File: src/rtl/uart_os_rx_pkg.sv
package uart_os_rx_pkg;

  typedef enum logic [1:0] {
    ST_IDLE  = 2'd0,
    ST_START = 2'd1,
    ST_DATA  = 2'd2,
    ST_STOP  = 2'd3
  } rx_state_e;

  function automatic logic maj3(input logic a, input logic b, input logic c);
    return (a & b) | (a & c) | (b & c);
  endfunction

endpackage

File: src/rtl/rx_line_sync.sv
module rx_line_sync #(
  parameter int STAGES = 2
) (
  input  logic clk,
  input  logic rst,
  input  logic din,
  output logic dout
);
  logic [STAGES-1:0] chain;

  generate
    if (STAGES == 1) begin : g_one
      always_ff @(posedge clk) begin
        if (rst) chain <= '1;
        else     chain <= din;
      end
    end else begin : g_many
      always_ff @(posedge clk) begin
        if (rst) chain <= '1;
        else     chain <= {chain[STAGES-2:0], din};
      end
    end
  endgenerate

  assign dout = chain[STAGES-1];
endmodule

File: src/rtl/rx_bit_sampler.sv
module rx_bit_sampler
  import uart_os_rx_pkg::*;
#(
  parameter int OS_RATE = 16
) (
  input  logic clk,
  input  logic rst,
  input  logic tick,
  input  logic restart,
  input  logic rx_s,
  output logic mid_strobe,
  output logic end_strobe,
  output logic vote
);
  localparam int CNT_W  = $clog2(OS_RATE);
  localparam int SAMP_A = OS_RATE / 2 - 2;
  localparam int SAMP_B = SAMP_A + 1;
  localparam int SAMP_C = SAMP_A + 2;

  logic [CNT_W-1:0] cnt;
  logic             smp_a;
  logic             smp_b;

  always_ff @(posedge clk) begin
    if (rst) begin
      cnt   <= '0;
      smp_a <= 1'b1;
      smp_b <= 1'b1;
    end else if (tick) begin
      if (restart) cnt <= '0;
      else         cnt <= cnt + 1'b1;
      if (cnt == CNT_W'(SAMP_A)) smp_a <= rx_s;
      if (cnt == CNT_W'(SAMP_B)) smp_b <= rx_s;
    end
  end

  assign mid_strobe = tick && !restart && (cnt == CNT_W'(SAMP_C));
  assign end_strobe = tick && !restart && (cnt == CNT_W'(OS_RATE - 1));
  assign vote       = maj3(smp_a, smp_b, rx_s);
endmodule

File: src/rtl/rx_frame_ctrl.sv
module rx_frame_ctrl
  import uart_os_rx_pkg::*;
#(
  parameter int DATA_BITS = 8
) (
  input  logic                 clk,
  input  logic                 rst,
  input  logic                 tick,
  input  logic                 rx_s,
  input  logic                 mid_strobe,
  input  logic                 end_strobe,
  input  logic                 vote,
  output logic                 restart,
  output logic                 done,
  output logic [DATA_BITS-1:0] word,
  output logic                 stop_bad
);
  localparam int IDX_W = (DATA_BITS > 1) ? $clog2(DATA_BITS) : 1;

  rx_state_e            state;
  logic                 rx_prev;
  logic [IDX_W-1:0]     idx;
  logic [DATA_BITS-1:0] shreg;

  assign restart = (state == ST_IDLE) && tick && rx_prev && !rx_s;

  always_ff @(posedge clk) begin
    if (rst) begin
      state    <= ST_IDLE;
      rx_prev  <= 1'b1;
      idx      <= '0;
      shreg    <= '0;
      done     <= 1'b0;
      word     <= '0;
      stop_bad <= 1'b0;
    end else begin
      done <= 1'b0;
      if (tick) rx_prev <= rx_s;
      case (state)
        ST_IDLE: begin
          if (restart) state <= ST_START;
        end
        ST_START: begin
          if (mid_strobe && vote)  state <= ST_IDLE;
          else if (end_strobe) begin
            state <= ST_DATA;
            idx   <= '0;
          end
        end
        ST_DATA: begin
          if (mid_strobe) shreg <= {vote, shreg[DATA_BITS-1:1]};
          if (end_strobe) begin
            if (idx == IDX_W'(DATA_BITS - 1)) state <= ST_STOP;
            else                             idx   <= idx + 1'b1;
          end
        end
        ST_STOP: begin
          if (mid_strobe) begin
            done     <= 1'b1;
            word     <= shreg;
            stop_bad <= !vote;
            state    <= ST_IDLE;
          end
        end
        default: state <= ST_IDLE;
      endcase
    end
  end
endmodule

File: src/rtl/rx_hold_stage.sv
module rx_hold_stage #(
  parameter int DATA_BITS = 8
) (
  input  logic                 clk,
  input  logic                 rst,
  input  logic                 done,
  input  logic [DATA_BITS-1:0] word,
  input  logic                 stop_bad,
  input  logic                 fifo_mode,
  input  logic                 rd_strobe,
  output logic [DATA_BITS-1:0] hold_data,
  output logic                 buf_full,
  output logic                 overrun,
  output logic                 frame_err,
  output logic [DATA_BITS-1:0] push_data,
  output logic                 push_valid,
  output logic                 rx_irq
);
  always_ff @(posedge clk) begin
    if (rst) begin
      hold_data  <= '0;
      buf_full   <= 1'b0;
      overrun    <= 1'b0;
      frame_err  <= 1'b0;
      push_data  <= '0;
      push_valid <= 1'b0;
      rx_irq     <= 1'b0;
    end else begin
      push_valid <= 1'b0;
      rx_irq     <= 1'b0;
      if (done) begin
        frame_err <= stop_bad;
        if (fifo_mode) begin
          push_data  <= word;
          push_valid <= 1'b1;
          buf_full   <= 1'b0;
          overrun    <= overrun && !rd_strobe;
        end else begin
          hold_data <= word;
          buf_full  <= 1'b1;
          rx_irq    <= 1'b1;
          overrun   <= !rd_strobe && (overrun || buf_full);
        end
      end else if (rd_strobe) begin
        buf_full <= 1'b0;
        overrun  <= 1'b0;
      end
    end
  end
endmodule

File: src/rtl/uart_os_rx.sv
module uart_os_rx #(
  parameter int DATA_BITS   = 8,
  parameter int OS_RATE     = 16,
  parameter int SYNC_STAGES = 2
) (
  input  logic                 clk,
  input  logic                 rst,
  input  logic                 tick16,
  input  logic                 rx_in,
  input  logic                 fifo_mode,
  input  logic                 rd_strobe,
  output logic [DATA_BITS-1:0] hold_data,
  output logic                 buf_full,
  output logic                 overrun,
  output logic                 frame_err,
  output logic [DATA_BITS-1:0] push_data,
  output logic                 push_valid,
  output logic                 rx_irq
);
  logic                 rx_s;
  logic                 restart;
  logic                 mid_strobe;
  logic                 end_strobe;
  logic                 vote;
  logic                 done;
  logic [DATA_BITS-1:0] word;
  logic                 stop_bad;

  rx_line_sync #(.STAGES(SYNC_STAGES)) i_sync (
    .clk(clk), .rst(rst), .din(rx_in), .dout(rx_s)
  );

  rx_bit_sampler #(.OS_RATE(OS_RATE)) i_sampler (
    .clk(clk), .rst(rst), .tick(tick16), .restart(restart), .rx_s(rx_s),
    .mid_strobe(mid_strobe), .end_strobe(end_strobe), .vote(vote)
  );

  rx_frame_ctrl #(.DATA_BITS(DATA_BITS)) i_ctrl (
    .clk(clk), .rst(rst), .tick(tick16), .rx_s(rx_s),
    .mid_strobe(mid_strobe), .end_strobe(end_strobe), .vote(vote),
    .restart(restart), .done(done), .word(word), .stop_bad(stop_bad)
  );

  rx_hold_stage #(.DATA_BITS(DATA_BITS)) i_hold (
    .clk(clk), .rst(rst), .done(done), .word(word), .stop_bad(stop_bad),
    .fifo_mode(fifo_mode), .rd_strobe(rd_strobe),
    .hold_data(hold_data), .buf_full(buf_full), .overrun(overrun),
    .frame_err(frame_err), .push_data(push_data), .push_valid(push_valid),
    .rx_irq(rx_irq)
  );
endmodule

File: config.mk
export PLATFORM = sky130hd
export DESIGN_NAME = uart_os_rx
export DESIGN_NICKNAME = d
export VERILOG_FILES = /design/src/rtl/uart_os_rx_pkg.sv /design/src/rtl/rx_line_sync.sv /design/src/rtl/rx_bit_sampler.sv /design/src/rtl/rx_frame_ctrl.sv /design/src/rtl/rx_hold_stage.sv /design/src/rtl/uart_os_rx.sv
export SDC_FILE = /design/constraint.sdc
export NUM_CORES = 1
export LEC_CHECK = 0
export CORE_MARGIN = 2
export CORE_UTILIZATION = 30
export DETAILED_ROUTE_END_ITERATION = 7
export PLACE_DENSITY = 0.58
export SLEW_MARGIN = 30
export SYNTH_ARGS = -nofsm -noshare
export SYNTH_HDL_FRONTEND = slang
export SYNTH_HIERARCHICAL = 1
export SYNTH_SLANG_ARGS = --single-unit
File: constraint.sdc
create_clock -name clk -period 3.6 [get_ports clk]
set_input_delay 0.36 -clock clk [delete_from_list [all_inputs] [get_ports clk]]
set_output_delay 0.36 -clock clk [all_outputs]
set_load 0.005 [all_outputs]
==> results.cfg <==
[outcome]
status = completed

[timing]
timing.fmax_ghz = 0.3823
maxSlewViolCount = 0
setup_tns_ns = 0
min_period_ns = 2.616
worst_pin_slew_ns = 0.7153
finalSetupViolations = 0
rsz0062_at_grt = false
skew_ns = 0.005127
period_share = 0.7266
relSlewSlack = 0.5213
hold_violations = 0

[power_and_ir_drop]
switching_share = 0.2114
power_frac_seq = 0.577
power_frac_clock = 0.391
max-vdd-ir-drop_mv = 0.2122
comb_power_share = 0.032
p_sw_w = 0.0002176
total_power_w = 0.001029
intPower_w = 0.0008117
p_per_area_nw_per_um2 = 399.7
p_leak_nw = 0.9099

[place]
place.gp.congestion = 0.7226
placed_cells_incl_taps = 351
placed_area_um2 = 2461
io_buffers = 26
hpwl_um = 2780

[floorplanning]
initial_utilization = 0.3059
row_count = 31
core_area_um2 = 7137
die_h_um = 89.31
num_io_pins = 27
dieArea_um2 = 7976
die_w_um = 89.31

[synth]
synth-seq-cells = 53
syn_inst = 241
synth_area_um2 = 2183
async_reset_ff_frac = 0
syn_nets = 252
ys.flop_type = dfxtp_1
syn_avg_cell_area_um2 = 9.060
seq_area_frac_synth = 0.4860
synth_cell_type_count = 41
synth-edff-count = 0
ys_warn_count = 6

[worst_setup_path]
crit_top_cell = nand3b_1
end_kind = flop
critPathArrivalTime_ns = 2.79
crit_fanout = 11
worstPathCellList = clkdlybuf4s50_1, nand3b_1, nor3_1, nand3b_1, nor3b_1, buf_4, nand3b_1, mux2i_1, nor2_1
crit_path_top_delay_cell = clkdlybuf4s50_1
crit_type = in2reg
critPathMaxStageDelay_ns = 0.67
critPathRequiredTime_ns = 3.77
startpoint_type = input port

[finish]
drive_above_1_share = 0.07692
nFillCells = 775
syn2layout_area_growth_pct = 17.94
layout.cells.non_filler = 359
antenna_cells = 0
postLayoutCellArea_um2 = 2575
fin_nets = 270
final_util = 0.3608

[grt]
grt_max_degree = 57
grt_pass1_vias = 1553
grt_overflow = 0
grt_usage = 0.1105
grt_antenna_before_repair = 0
grt_pass1_wl_um = 6975

[route]
drt-total-wl_um = 4091
top_layer = met4
drtPass1Iterations = 4
avgRoutedWirePerCell_um = 11.40
met2_length_um = 1896
via_per_inst = 4.624
met1_length_um = 2000
via_count = 1660
postRouteAntennaNets = 0
drt_iter0_drc = 71
wl_met3_um = 160
drcViolationCount = 0

[job]
drv_cap = 0

[clock_network]
htreeDepth = 2
clock_latency_ns = 0.31
postCtsSetupBuffers = 0
cts_sinks = 53
cts-resized-gates = 0
ctsHoldBuffers = 0
cts_root_buf = clkbuf_8
cts_buffer_depth = 2
cts_tree = yes
clkSlewWorstSetupHoldPaths_ns = 0.09
cts-buffers-inserted = 5

[hold_path]
min_path_type = reg2reg
## metrics by stage
stage / hold WS (ns) / worst slack [ns]
final: 0.4154 / 0.9842
after global routing: 0.4421 / 0.8332
after CTS: 0.4190 / 0.9685
after detailed placement: 0.3947 / 0.6506
after global placement: 0.3866 / 0.7587
after floorplan: 0.3832 / 1.690
## cell usage after synthesis (all sizes together), types with 2 or more instances
master | instances | share of area
nor3b | 4 | 0.014
nand3b | 4 | 0.014
nor3 | 3 | 0.0069
clkbuf | 6 | 0.010
and2b | 2 | 0.0080
buf | 10 | 0.040
or2 | 2 | 0.0057
nor2 | 20 | 0.034
dfxtp | 53 | 0.49
a21oi | 35 | 0.085
ha | 5 | 0.029
nand4b | 2 | 0.0080
o21ai | 4 | 0.0092
nand2b | 5 | 0.019
nand2 | 44 | 0.077
a211oi | 2 | 0.0092
inv | 5 | 0.0086
a31o | 3 | 0.012
mux2i | 9 | 0.041
a211o | 3 | 0.012
nand3 | 10 | 0.023
## critical path: cells and delay by family
kind | cells | cell delay, ns
buffers and inverters | 2 | 0.83
multiplexers | 1 | 0.24
AND/OR/NAND/NOR | 6 | 1.35
## power by group through the flow
stage / Sequential, W / Clock, W / Combinational (W)
floorplan: 0.000606 / 0 / 0.0000236
global placement: 0.000608 / 0 / 0.0000328
detailed placement: 0.000608 / 0 / 0.0000329
CTS: 0.000594 / 0.000415 / 0.0000329
global route: 0.000595 / 0.000437 / 0.0000368
finish: 0.000594 / 0.000402 / 0.0000329
## final timing paths
kind | slack (ns) | end | from | depth (start not counted)
min reg2reg | 0.42 | i_sync/chain[1] | i_sync/chain[0] | 1
max | 0.98 | i_ctrl/shreg[0] | tick16 | 9
max reg2reg | 1.32 | i_ctrl/shreg[0] | flop | 7
min | 0.42 | i_sync/chain[1] | i_sync/chain[0] | 1
## flip-flops by register name (all words and copies together) (netlist names), named ones only
name,cells
i_ctrl/idx,3
i_ctrl/stop_bad,1
i_hold/frame_err,1
i_sampler/cnt,4
i_hold/push_data,8
i_ctrl/word,8
i_sampler/smp_b,1
i_hold/push_valid,1
i_sampler/smp_a,1
i_hold/rx_irq,1
i_hold/overrun,1
i_ctrl/state,1
i_ctrl/shreg,8
i_ctrl/rx_prev,1
i_hold/buf_full,1
i_hold/hold_data,8
i_ctrl/done,1
i_sync/chain,2
## layout by cell type, fill, tap and decap left out, types with 2 or more instances in the layout
master | netlist | final
nor3_1 | 3 | 3
o21ai_1 | 2 | 2
nor2_1 | 20 | 20
mux2i_1 | 9 | 9
clkbuf_8 | 0 | 5
o21ai_0 | 2 | 2
nand2_1 | 43 | 43
nand3_1 | 10 | 10
a211o_1 | 3 | 3
inv_1 | 4 | 4
nor3b_1 | 4 | 4
a31o_1 | 3 | 3
dfxtp_1 | 53 | 53
nand3b_1 | 4 | 4
buf_4 | 2 | 2
a21oi_2 | 3 | 3
or2_1 | 2 | 2
clkdlybuf4s50_1 | 0 | 25
nand2b_1 | 3 | 3
a21oi_1 | 32 | 32
ha_1 | 5 | 5
nand4b_1 | 2 | 2
## cell type report
| type | instances | area [um^2] | share of cell area |
|---|---|---|---|
| sequential | 53 | 1061 | 0.4121 |
| multi-input combinational | 167 | 994.7 | 0.3863 |
| timing repair buffer | 27 | 265.3 | 0.1030 |
| tap | 99 | 123.9 | 0.04811 |
| clock buffer | 6 | 72.57 | 0.02818 |
| clock inverter | 2 | 38.79 | 0.01506 |
| inverter | 5 | 18.77 | 0.007289 |
## logic make-up after synthesis
group | share of synthesized area
simple gates | 0.2269
flops | 0.4860
compound gates | 0.1473
buf+inv | 0.05844
mux | 0.04814
fa+ha+maj | 0.03324
## routing by layer
layer | vias up | track usage
li1 | 852 | -
met1 | 776 | 0.1395
met2 | 27 | 0.1879
met3 | 5 | 0.02862
met4 | 0 | 0.02849
met5 | - | 0
No activity file was read; power rests on OpenSTA's default activity.
